File: config.mk
export PLATFORM = sky130hd
export DESIGN_NAME = ramp_adc_ctrl
export DESIGN_NICKNAME = d
export VERILOG_FILES = /design/src/rtl/adc_seq_pkg.sv /design/src/rtl/adc_cmp_sync.sv /design/src/rtl/adc_bcd_counter.sv /design/src/rtl/adc_seq_fsm.sv /design/src/rtl/ramp_adc_ctrl.sv
export SDC_FILE = /design/constraint.sdc
export NUM_CORES = 1
export LEC_CHECK = 0
export ABC_AREA = 0
export BUFFER_PORTS_ARGS = -buffer_cell sky130_fd_sc_hd__buf_4
export CORE_MARGIN = 3
export CORE_UTILIZATION = 55
export CTS_BUF_LIST = sky130_fd_sc_hd__clkbuf_4 sky130_fd_sc_hd__clkbuf_8 sky130_fd_sc_hd__clkbuf_16
export CTS_CLUSTER_SIZE = 24
export DETAILED_ROUTE_END_ITERATION = 10
export PLACE_DENSITY = 0.88
export SETUP_SLACK_MARGIN = 0.2
export SYNTH_ARGS = -nofsm -noshare
export SYNTH_HDL_FRONTEND = slang
export SYNTH_SLANG_ARGS = --single-unit
export TNS_END_PERCENT = 5
File: constraint.sdc
create_clock -name clk_i -period 5.45 [get_ports clk_i]
set_input_delay 1.09 -clock clk_i [delete_from_list [all_inputs] [get_ports clk_i]]
set_output_delay 1.09 -clock clk_i [all_outputs]
set_load 0.005 [all_outputs]
File: src/rtl/adc_seq_pkg.sv
package adc_seq_pkg;
  typedef enum logic [1:0] {
    ST_COUNT  = 2'd0,
    ST_STROBE = 2'd1,
    ST_CLEAR  = 2'd2,
    ST_SETTLE = 2'd3
  } seq_state_e;

  localparam int unsigned DIGIT_W = 4;
endpackage

File: src/rtl/adc_cmp_sync.sv
module adc_cmp_sync #(
  parameter int unsigned STAGES = 2
) (
  input  logic clk_i,
  input  logic rst_ni,
  input  logic d_i,
  output logic q_o
);
  logic [STAGES-1:0] pipe_q;

  always_ff @(posedge clk_i or negedge rst_ni) begin
    if (!rst_ni) pipe_q <= '0;
    else         pipe_q <= {pipe_q[STAGES-2:0], d_i};
  end

  assign q_o = pipe_q[STAGES-1];
endmodule

File: src/rtl/adc_bcd_counter.sv
module adc_bcd_counter
  import adc_seq_pkg::*;
#(
  parameter int unsigned N_DIGITS = 3,
  localparam int unsigned CNT_W = DIGIT_W * N_DIGITS
) (
  input  logic             clk_i,
  input  logic             rst_ni,
  input  logic             clr_i,
  input  logic             en_i,
  output logic [CNT_W-1:0] count_o,
  output logic             ovr_o
);
  logic [N_DIGITS-1:0] nine;
  logic                full;
  logic                ovr_q;

  assign full = &nine;

  for (genvar g = 0; g < N_DIGITS; g++) begin : g_dig
    logic [DIGIT_W-1:0] d_q;
    logic               step;

    assign nine[g] = (d_q == DIGIT_W'(9));

    if (g == 0) begin : g_lsd
      assign step = en_i & ~full;
    end else begin : g_up
      assign step = en_i & ~full & (&nine[g-1:0]);
    end

    always_ff @(posedge clk_i or negedge rst_ni) begin
      if (!rst_ni)    d_q <= '0;
      else if (clr_i) d_q <= '0;
      else if (step)  d_q <= nine[g] ? '0 : d_q + DIGIT_W'(1);
    end

    assign count_o[DIGIT_W*g +: DIGIT_W] = d_q;
  end

  // saturate at all-nines, remember the lost count
  always_ff @(posedge clk_i or negedge rst_ni) begin
    if (!rst_ni)          ovr_q <= 1'b0;
    else if (clr_i)       ovr_q <= 1'b0;
    else if (en_i & full) ovr_q <= 1'b1;
  end

  assign ovr_o = ovr_q;
endmodule

File: src/rtl/adc_seq_fsm.sv
module adc_seq_fsm
  import adc_seq_pkg::*;
(
  input  logic clk_i,
  input  logic rst_ni,
  input  logic cmp_s_i,
  input  logic man_rst_i,
  output logic count_en_o,
  output logic cnt_clr_o,
  output logic latch_en_o,
  output logic ramp_rst_o
);
  seq_state_e state_q, state_d;
  logic       armed_q;
  logic       in_count;
  logic       fall;

  assign in_count = (state_q == ST_COUNT);
  // edge only counts once the comparator was seen high inside this phase
  assign fall     = in_count & armed_q & ~cmp_s_i;

  always_comb begin
    state_d = state_q;
    if (man_rst_i) begin
      state_d = (state_q == ST_STROBE) ? ST_CLEAR : ST_SETTLE;
    end else begin
      unique case (state_q)
        ST_COUNT:  if (fall) state_d = ST_STROBE;
        ST_STROBE: state_d = ST_CLEAR;
        ST_CLEAR:  state_d = ST_SETTLE;
        ST_SETTLE: state_d = ST_COUNT;
        default:   state_d = ST_SETTLE;
      endcase
    end
  end

  always_ff @(posedge clk_i or negedge rst_ni) begin
    if (!rst_ni) begin
      state_q <= ST_SETTLE;
      armed_q <= 1'b0;
    end else begin
      state_q <= state_d;
      armed_q <= in_count & cmp_s_i & ~man_rst_i;
    end
  end

  assign count_en_o = in_count & cmp_s_i & ~man_rst_i;
  assign latch_en_o = (state_q == ST_STROBE);
  assign cnt_clr_o  = man_rst_i | (state_q == ST_CLEAR) | (state_q == ST_SETTLE);
  assign ramp_rst_o = man_rst_i | (state_q == ST_CLEAR) | (state_q == ST_SETTLE);
endmodule

File: src/rtl/ramp_adc_ctrl.sv
module ramp_adc_ctrl
  import adc_seq_pkg::*;
#(
  parameter int unsigned N_DIGITS    = 3,
  parameter int unsigned SYNC_STAGES = 2,
  localparam int unsigned CNT_W = DIGIT_W * N_DIGITS
) (
  input  logic             clk_i,
  input  logic             rst_ni,
  input  logic             man_rst_i,
  input  logic             cmp_i,
  output logic             ramp_rst_o,
  output logic [CNT_W-1:0] digits_o,
  output logic             ovr_o,
  output logic             done_o
);
  logic             cmp_s;
  logic             count_en, cnt_clr, latch_en;
  logic [CNT_W-1:0] count;
  logic             cnt_ovr;
  logic [CNT_W-1:0] digits_q;
  logic             ovr_q, done_q;

  adc_cmp_sync #(.STAGES(SYNC_STAGES)) u_sync (
    .clk_i (clk_i),
    .rst_ni(rst_ni),
    .d_i   (cmp_i),
    .q_o   (cmp_s)
  );

  adc_seq_fsm u_seq (
    .clk_i     (clk_i),
    .rst_ni    (rst_ni),
    .cmp_s_i   (cmp_s),
    .man_rst_i (man_rst_i),
    .count_en_o(count_en),
    .cnt_clr_o (cnt_clr),
    .latch_en_o(latch_en),
    .ramp_rst_o(ramp_rst_o)
  );

  adc_bcd_counter #(.N_DIGITS(N_DIGITS)) u_cnt (
    .clk_i  (clk_i),
    .rst_ni (rst_ni),
    .clr_i  (cnt_clr),
    .en_i   (count_en),
    .count_o(count),
    .ovr_o  (cnt_ovr)
  );

  // display latch: old result stays until the next strobe
  always_ff @(posedge clk_i or negedge rst_ni) begin
    if (!rst_ni) begin
      digits_q <= '0;
      ovr_q    <= 1'b0;
      done_q   <= 1'b0;
    end else begin
      done_q <= latch_en;
      if (latch_en) begin
        digits_q <= count;
        ovr_q    <= cnt_ovr;
      end
    end
  end

  assign digits_o = digits_q;
  assign ovr_o    = ovr_q;
  assign done_o   = done_q;
endmodule

==> results of run 1 <==
[Yosys cell counts]
master     count  share of area [%]
buf_4          1               0.50
a211o_2        1               0.66
nand3b_4       1                1.3
and4_4         1               0.74
o21ai_0        2               0.66
nor2_1        12                3.0
dfstp_2        2                3.5
nand4_1        1               0.41
or3_1          1               0.41
and3b_1        2                1.2
ha_1          11                9.1
nor3_1         3               0.99
a211oi_1       1               0.50
a31oi_1        2               0.83
mux2i_1        2                1.3
clkbuf_1       1               0.25
mux2_2        14                 10
nor4_1         1               0.41
nand3b_1       3                1.5
o211ai_1       1               0.50
buf_2          1               0.33
xnor2_1        2                1.2
nand2_1        4               0.99
a2bb2oi_1      1               0.58
a21oi_1        5                1.7
dfrtp_1       30                 50
or3_2          1               0.50
inv_2          1               0.25
inv_1          7                1.7
o31ai_1        3                1.5
nand2b_1       1               0.41
nand3_1        7                2.3
or4_1          1               0.50
and2_1         1               0.41
[registers in the layout, summed over array words and instances (netlist names)]
signal,flops
u_sync.pipe_q,2
digits_o,12
u_cnt.ovr_o,1
done_o,1
u_cnt.g_dig.d_q,12
u_seq.state_q,2
u_seq.armed_q,1
ovr_o,1
[metal layers]
layer / GRT usage [%] / wire length (µm) / vias up
met5: 0 / 0 / -
met4: 7.95 / 38 / 0
met3: 7.46 / 162 / 6
met2: 29.8 / 1310 / 26
met1: 24.0 / 1190 / 511
li1: - / - / 499
[logic make-up (layout without fill, tap and decap cells)]
group | Yosys count | in the layout | share of synthesized area (%)
AO/OA/AOI/OAI | 16 | 16 | 6.86
XOR/XNOR | 2 | 2 | 1.16
adder cells (fa/ha/maj) | 11 | 11 | 9.09
buffers and inverters | 11 | 34 | 3.06
flip-flops | 32 | 32 | 53.1
multiplexers | 16 | 16 | 11.7
AND/OR/NAND/NOR | 40 | 40 | 15.0
[final cells by class]
| cell class | instances | area [µm²] |
|---|---|---|
| Clock buffer | 6 | 45.0 |
| Clock inverter | 2 | 35.0 |
| Fill cell | 201 | 795 |
| Inverter | 8 | 30.0 |
| Multi-Input combinational cell | 85 | 664 |
| Sequential cell | 32 | 803 |
| Tap cell | 30 | 37.5 |
| Timing Repair Buffer | 18 | 135 |
[worst paths after layout]
path / start / to / slack [ps]
setup / recovery: u_seq.state_q[0] / ramp_rst_o / 2150
hold / removal: u_sync.pipe_q[0] / u_sync.pipe_q[1] / 350
setup reg to reg: u_seq.state_q[0] / u_cnt.g_dig[1].d_q[0] / 3390
hold reg to reg: u_sync.pipe_q[0] / u_sync.pipe_q[1] / 350
max in group asynchronous: rst_ni / u_seq.state_q[0] / 4450
min in group asynchronous: rst_ni / digits_o[2] / 670
[power by group]
group	internal, mW	leakage [nW]	switching, mW	total (mW)
clock	0.101	0.0456	0.0770	0.178
sequential	0.254	0.435	0.00748	0.261
combinational	0.0463	0.380	0.0674	0.114
[per-stage QoR]
step | area (µm²) | util, % | power [mW] | hold WS (ps) | instances
2_1_floorplan | 1510 | - | 0.345 | 331 | 128
3_3_place_gp | 1670 | 65.6 | 0.369 | 333 | 173
3_5_place_dp | 1670 | 65.6 | 0.381 | 336 | 173
4_1_cts | 1750 | 68.8 | 0.559 | 357 | 181
5_1_grt | 1750 | 68.8 | 0.589 | 368 | 181
6_report | 1750 | 68.8 | 0.553 | 353 | 181
==> run_results.csv, run 1 <==
group,metric,value,unit
yosys,synth_nets,143,
cts,root_buffer,"clkbuf_4",
sta,setup_ws,2150,ps
global_route,grt_pass1_wl,4900,µm
cts,clock-sinks,32,
placement,io_buffers,18,
cts,htree_levels,2,
cts,clk_path_buf_depth,2,
global_route,gr-usage-all-layers,19.2,%
critical_path,start_kind,"flip-flop",
yosys,yosysWarnings,0,
layout,nets,165,
cts,cts_resized,0,
sta,fin_crit,3300,ps
cts,cts_buffers,5,
sta,final_hold_viol_count,0,
route,vias,1042,
layout,final_common_cell,"dfrtp_1",
floorplan,rows,18,
route,drtPass1Iterations,4,
sta,max_freq,303,MHz
route,initialDrtViolationCount,32,
route,route.detailed.drc,0,
floorplan,die_area,3420,µm²
yosys,postSynthCellCount,128,
route,wire_per_inst,14.9,µm
outcome,status,"finished clean",
sta,final_max_slew_viol_count,0,
min_path,hold_depth,0,
cts,cts_tree,"built",
floorplan,core-area,2540,µm²
pwr,power.density,316,nW/µm²
critical_path,critical_path_required,4360,ps
global_route,grt_max_degree,33,
floorplan,fp.dieW,58.5,µm
global_route,grt_pass1_vias,1086,
critical_path,cp.arrival,2210,ps
pwr,ir_worst_vdd,0.000315,V
floorplan,start_util,59.5,%
yosys,netlist_area,1510,µm²
sta,tightestPinTransition,681,ps
min_path,hold_class,"flip-flop to flip-flop",
sta,tns,0,ps
job,maxCapViolations,0,
yosys,syn_avg_cell_area,11.8,µm²
critical_path,worstPathCellList,"inv_1, ha_1, nor3_1, inv_1, buf_4",
sta,rsz0062_at_grt,"false",
cts,cts_setup_buffers,0,
critical_path,crit_type,"flip-flop to output pin",
floorplan,die_h,58.5,µm
cts,clkLatencyLatePin,330,ps
route,vias_per_cell,5.76,
placement,dp_hpwl,1970,µm
critical_path,cp_slowest_stage_delay,550,ps
global_route,overflow,0,
pwr,leakage,0.861,nW
critical_path,end_kind,"output pin",
sta,finalSetupViolCount,0,
global_route,antenna_found_initial,0,
critical_path,path_delay_family,"buffers and inverters",
cts,cts_hold_buf,0,
placement,place_congestion,0.781,
yosys,yosysSeqAreaShare,53.1,%
critical_path,critPathMaxFanout,13,
critical_path,crit_top_cell,"inv_1",
yosys,ys_ff_latch,32,
critical_path,ff2ff_path_depth,5,
placement,place_ws,2170,ps
layout,layout_common_cells,"30 x dfrtp_1, 18 x buf_4, 14 x mux2_2",
critical_path,worst-path-buf-inv,3,
critical_path,slowest_stage,"dfstp_2",
layout,area_growth,15.6,%
sta,relSlewSlack,54.6,%
route,routed_wl,2700,µm
critical_path,path_depth,5,
layout,drive_gt1_share,31.1,%
layout,n_antenna_cell,0,
cts,clk_pin_slew,90,ps
sta,min_period_over_period,60.6,%
yosys,synth_cell_types,34,
route,detail-route-antenna-nets,0,
sta,finClkSkew,12.6,ps
floorplan,pin_count,19,
No activity file was read; power rests on OpenSTA's default activity.
==> inputs of run 2 (changes only) <==
==> constraint.sdc (replaced) <==
create_clock -name clk_i -period 3.39 [get_ports clk_i]
set_input_delay 0.678 -clock clk_i [delete_from_list [all_inputs] [get_ports clk_i]]
set_output_delay 0.678 -clock clk_i [all_outputs]
set_load 0.005 [all_outputs]
==> run_results.csv, run 2 (synthesized netlist as in run 1, its figures left out) <==
group,metric,value,unit
layout,drive_gt1_share,31.1,%
global_route,grt_pass1_vias,1024,
route,route.detailed.drc,0,
floorplan,start_util,59.5,%
cts,clk_pin_slew,100,ps
global_route,grtUsageMet3,5.04,%
critical_path,start_kind,"flip-flop",
critical_path,worstPathCellList,"inv_1, ha_1, nor3_1, inv_1, buf_4",
route,vias_per_cell,5.73,
critical_path,crit_type,"flip-flop to output pin",
cts,cts_tree,"built",
cts,clock-sinks,32,
pwr,p_sw_share,26.9,%
global_route,grt_use_met2,30.6,%
cts,cts_buffers,5,
sta,rsz0062_at_grt,"false",
route,detail-route-antenna-nets,0,
cts,clkLatencyLatePin,330,ps
critical_path,worst-path-buf-inv,3,
global_route,grt_pass1_wl,4700,µm
placement,place_ws,850,ps
global_route,gr-usage-all-layers,18.8,%
layout,area_growth,16.6,%
sta,finClkSkew,11.7,ps
floorplan,pin_count,19,
layout,final_cells,181,
pwr,p_clk_share,35.2,%
route,initialDrtViolationCount,26,
sta,relSlewSlack,54.3,%
route,routed_wl,2820,µm
pwr,p_int,677,µW
layout,fill_cells,183,
cts,root_buffer,"clkbuf_4",
floorplan,core-area,2540,µm²
sta,tns,0,ps
critical_path,critPathMaxFanout,13,
cts,cts_resized,0,
pwr,leakage,0.867,nW
placement,io_buffers,18,
global_route,grtUsageMet1,22.4,%
floorplan,die_h,58.5,µm
global_route,grt_busiest_layer,"met2",
sta,fin_crit,2910,ps
placement,dp_hpwl,1940,µm
route,wire_per_inst,15.6,µm
route,vias,1038,
pwr,switchingPower,249,µW
critical_path,cp.arrival,2240,ps
global_route,grt_max_degree,33,
floorplan,fp.dieW,58.5,µm
critical_path,worstSetupStartpoint,"u_seq.state_q[0]",
placement,place_congestion,0.778,
layout,final_common_cell,"dfrtp_1",
placement,dp.cells,173,
sta,max_freq,343,MHz
cts,cts_hold_buf,0,
pwr,power_frac_seq,45.4,%
pwr,p_comb_share,19.4,%
cts,htree_levels,2,
critical_path,path_delay_family,"buffers and inverters",
sta,finalSetupViolCount,0,
layout,nets,165,
sta,final_hold_viol_count,0,
job,maxCapViolations,0,
critical_path,slowest_stage,"dfstp_2",
floorplan,rows,18,
route,drtPass1Iterations,4,
outcome,status,"finished clean",
pwr,power.density,525,nW/µm²
critical_path,crit_top_cell,"inv_1",
global_route,overflow,0,
sta,setup_ws,477,ps
cts,cts_setup_buffers,0,
pwr,ir_worst_vdd,0.000384,V
layout,n_antenna_cell,0,
sta,min_period_over_period,85.9,%
sta,final_max_slew_viol_count,0,
critical_path,end_kind,"output pin",
floorplan,die_area,3420,µm²
cts,clk_path_buf_depth,2,
global_route,antenna_found_initial,0,
critical_path,critical_path_required,2710,ps
min_path,hold_class,"primary input to async pin",
critical_path,cp_slowest_stage_delay,560,ps
layout,layout_common_cells,"30 x dfrtp_1, 18 x buf_4, 14 x mux2_2",
critical_path,timing.rr.start,"u_seq.state_q[0]",
sta,tightestPinTransition,685,ps
-- run 2: cell types whose count changed in the layout (fill, tap and decap cells not counted), sizes merged --
| cell | delta |
|---|---|
| clkinv | -1 |
| clkbuf | +1 |
-- run 2: worst paths after layout --
| kind | endpoint | slack, ps | depth (start not counted) |
|---|---|---|---|
| max | ramp_rst_o | 480 | 5 |
| min reg2reg | u_sync.pipe_q[1] | 360 | 0 |
| min | digits_o[2] | 250 | 1 |
| max in group asynchronous | u_seq.state_q[0] | 2810 | 1 |
| max reg2reg | u_cnt.g_dig[1].d_q[0] | 1280 | 5 |
| min in group clk_i | u_sync.pipe_q[1] | 360 | 0 |
-- run 2: routing by layer --
metal | share of wire (%) | wire, µm
met1 | 43 | 1210
met2 | 51 | 1430
met3 | 5.4 | 152
met4 | 0.89 | 25
met5 | 0 | 0
-- run 2: area by class of cell --
class	count	area (µm²)	share of cell area, %
flip-flops and latches	32	803	45.5
multi-input cells	85	664	37.6
repair buffers	18	135	7.65
clock buffers	7	65.1	3.69
well taps	30	37.5	2.13
clock inverters	1	30.0	1.70
inverters	8	30.0	1.70
-- run 2: power groups by stage --
stage	Clock [mW]	Combinational, mW	Sequential (mW)
detailed placement	0	0.183	0.429
floorplan	0	0.128	0.426
global placement	0	0.168	0.426
CTS	0.332	0.185	0.421
finish	0.326	0.179	0.421
global route	0.348	0.200	0.424
-- run 2: stage by stage --
stage / total power [mW] / hold slack, ps / cell area, µm² / util [%]
after floorplan: 0.554 / 331 / 1510 / -
after global placement: 0.594 / 335 / 1670 / 65.6
after detailed placement: 0.612 / 336 / 1670 / 65.6
after CTS: 0.938 / 255 / 1770 / 69.4
after global routing: 0.972 / 262 / 1770 / 69.4
final: 0.926 / 254 / 1770 / 69.4
==> inputs of run 3 (changes only) <==
--- a/config.mk
+++ b/config.mk
@@ -5,8 +5,9 @@
 export SDC_FILE = /design/constraint.sdc
 export NUM_CORES = 1
 export LEC_CHECK = 0
-export ABC_AREA = 0
+export ABC_AREA = 1
 export BUFFER_PORTS_ARGS = -buffer_cell sky130_fd_sc_hd__buf_4
+export CORE_ASPECT_RATIO = 1.4
 export CORE_MARGIN = 3
 export CORE_UTILIZATION = 55
 export CTS_BUF_LIST = sky130_fd_sc_hd__clkbuf_4 sky130_fd_sc_hd__clkbuf_8 sky130_fd_sc_hd__clkbuf_16
==> run_results.csv, run 3 <==
group,metric,value,unit
outcome,status,"finished clean",
job,maxCapViolations,0,
critical_path,crit_top_cell,"buf_4",
cts,cts_hold_buf,0,
route,wire_per_inst,13.4,µm
route,detail-route-antenna-nets,0,
cts,clk_pin_slew,100,ps
sta,max_freq,389,MHz
layout,fill_cells,224,
floorplan,pin_count,19,
layout,layout_common_cells,"30 x dfrtp_1, 26 x nand2_1, 19 x buf_4",
yosys,synthTopCellsByCount,"30 x dfrtp_1, 26 x nand2_1, 17 x nand3_1",
yosys,synth_mux_area_share,6.38,%
yosys,synth_simple_gate_area_share,23.2,%
yosys,postSynthCellCount,155,
floorplan,rows,22,
sta,rsz0062_at_grt,"false",
critical_path,path_delay_family,"buffers and inverters",
layout,n_antenna_cell,0,
global_route,grt_pass1_wl,4910,µm
global_route,grt_use_met2,31.3,%
yosys,synth_most_common_cell,"dfrtp_1",
cts,clkLatencyLatePin,330,ps
pwr,leakage,0.899,nW
global_route,gr-usage-all-layers,18.4,%
layout,area_growth,14.6,%
floorplan,die_area,3580,µm²
pwr,ir_worst_vdd,0.000489,V
route,drtPass1Iterations,5,
route,vias,1136,
placement,dp_hpwl,2040,µm
global_route,grt_pass1_vias,1127,
global_route,grt_busiest_layer,"met2",
yosys,synth_top_family_by_area,"simple AND/OR/NAND/NOR gates",
sta,relSlewSlack,46.0,%
global_route,antenna_found_initial,0,
yosys,yosysWarnings,0,
global_route,overflow,0,
yosys,yosysSeqAreaShare,50.6,%
cts,cts_buffers,5,
route,route.detailed.drc,0,
sta,final_hold_viol_count,0,
sta,tightestPinTransition,810,ps
pwr,total_power,1.22,mW
yosys,synth_nets,170,
route,routed_wl,2870,µm
global_route,grtUsageMet3,6.67,%
critical_path,cp.arrival,1890,ps
sta,min_period_over_period,75.9,%
critical_path,path_depth,6,
global_route,grt_max_degree,33,
layout,nets,193,
yosys,ys_ff_latch,32,
floorplan,core-area,2700,µm²
sta,fin_crit,2570,ps
critical_path,start_kind,"flip-flop",
yosys,synth_area_leader_cell,"dfrtp_1",
floorplan,start_util,58.9,%
placement,place_congestion,0.811,
placement,placed_cell_area,1760,µm²
critical_path,end_kind,"output pin",
critical_path,worstPathCellList,"inv_1, ha_1, nor3_4, buf_4, inv_4, buf_4",
cts,htree_levels,2,
layout,final-seq-area,803,µm²
global_route,grtUsageMet1,19.5,%
layout,final_cell_area,1820,µm²
sta,finalSetupViolCount,0,
yosys,syn_avg_cell_area,10.3,µm²
placement,io_buffers,18,
sta,finClkSkew,10.1,ps
yosys,synth_fa_ha_area_share,8.66,%
layout,final_common_cell,"dfrtp_1",
yosys,synth_xor_area_share,3.31,%
critical_path,ff2ff_path_depth,8,
cts,clk_path_buf_depth,2,
route,initialDrtViolationCount,26,
yosys,netlist_area,1590,µm²
cts,cts_setup_buffers,0,
critical_path,slowest_stage,"dfstp_2",
yosys,synth_compound_area_share,4.49,%
yosys,synthTopCellsByArea,"dfrtp_1 47%, ha_1 8.7%, mux2_2 6.4%, nand2_1 6.1%, nand3_1 5.4%",
cts,root_buffer,"clkbuf_4",
critical_path,cp_slowest_stage_delay,570,ps
yosys,ys_async_sr_fraction,100,%
critical_path,critPathMaxFanout,18,
yosys,synth_edf_count,0,
layout,multi_input_area,732,µm²
critical_path,crit_type,"flip-flop to output pin",
yosys,ys.flop_type,"dfrtp_1",
min_path,hold_class,"primary input to async pin",
yosys,synth_top_area_share,47.2,%
yosys,synth_cell_types,24,
critical_path,worst-path-buf-inv,4,
pwr,power.density,668,nW/µm²
cts,clock-sinks,32,
layout,drive_gt1_share,29.6,%
route,vias_per_cell,5.28,
sta,tns,0,ps
cts,cts_tree,"built",
sta,final_max_slew_viol_count,0,
cts,cts_resized,0,
floorplan,fp.dieW,51.4,µm
floorplan,die_h,69.6,µm
critical_path,critical_path_required,2710,ps
[run 3: power breakdown]
group | internal (mW) | switching (mW)
clock | 0.118 | 0.122
sequential | 0.474 | 0.0700
combinational | 0.192 | 0.241
[run 3: worst paths after layout]
kind	from	to	slack (ps)
min in group clk_i	u_sync.pipe_q[0]	u_sync.pipe_q[1]	360
setup reg to reg	u_seq.state_q[0]	u_cnt.g_dig[1].d_q[3]	1590
hold reg to reg	u_sync.pipe_q[0]	u_sync.pipe_q[1]	360
max in group asynchronous	rst_ni	u_seq.state_q[1]	2810
setup / recovery	u_seq.state_q[0]	ramp_rst_o	820
hold / removal	rst_ni	u_sync.pipe_q[1]	260
[run 3: cell type report]
cell class | instances | share of cell area [%]
Clock buffer | 8 | 3.64
Inverter | 8 | 1.79
Multi-Input combinational cell | 112 | 40.2
Sequential cell | 32 | 44.1
Tap cell | 36 | 2.47
Timing Repair Buffer | 19 | 7.83
[run 3: cell families after synthesis]
family                     Yosys count
AOI/OAI and AO/OA                   12
buffers and inverters               11
muxes                                9
xor gates and xnor gates             6
DFF                                 32
adders and majority gates           11
and+or+nand+nor                     74
[run 3: stage by stage]
| step | cells | hold slack [ps] | worst slack, ps | utilization (%) |
|---|---|---|---|---|
| after floorplan | 155 | 331 | 1400 | - |
| after CTS | 215 | 267 | 820 | 67.5 |
| after global placement | 207 | 332 | 1270 | 65.1 |
| after global routing | 215 | 265 | 744 | 67.5 |
| final | 215 | 264 | 817 | 67.5 |
| after detailed placement | 207 | 343 | 1210 | 65.1 |
[run 3: routing by layer]
metal / share of wire [%] / wire [µm]
met5: 0 / 0
met4: 2.0 / 57
met1: 41 / 1170
met3: 4.5 / 130
met2: 53 / 1520
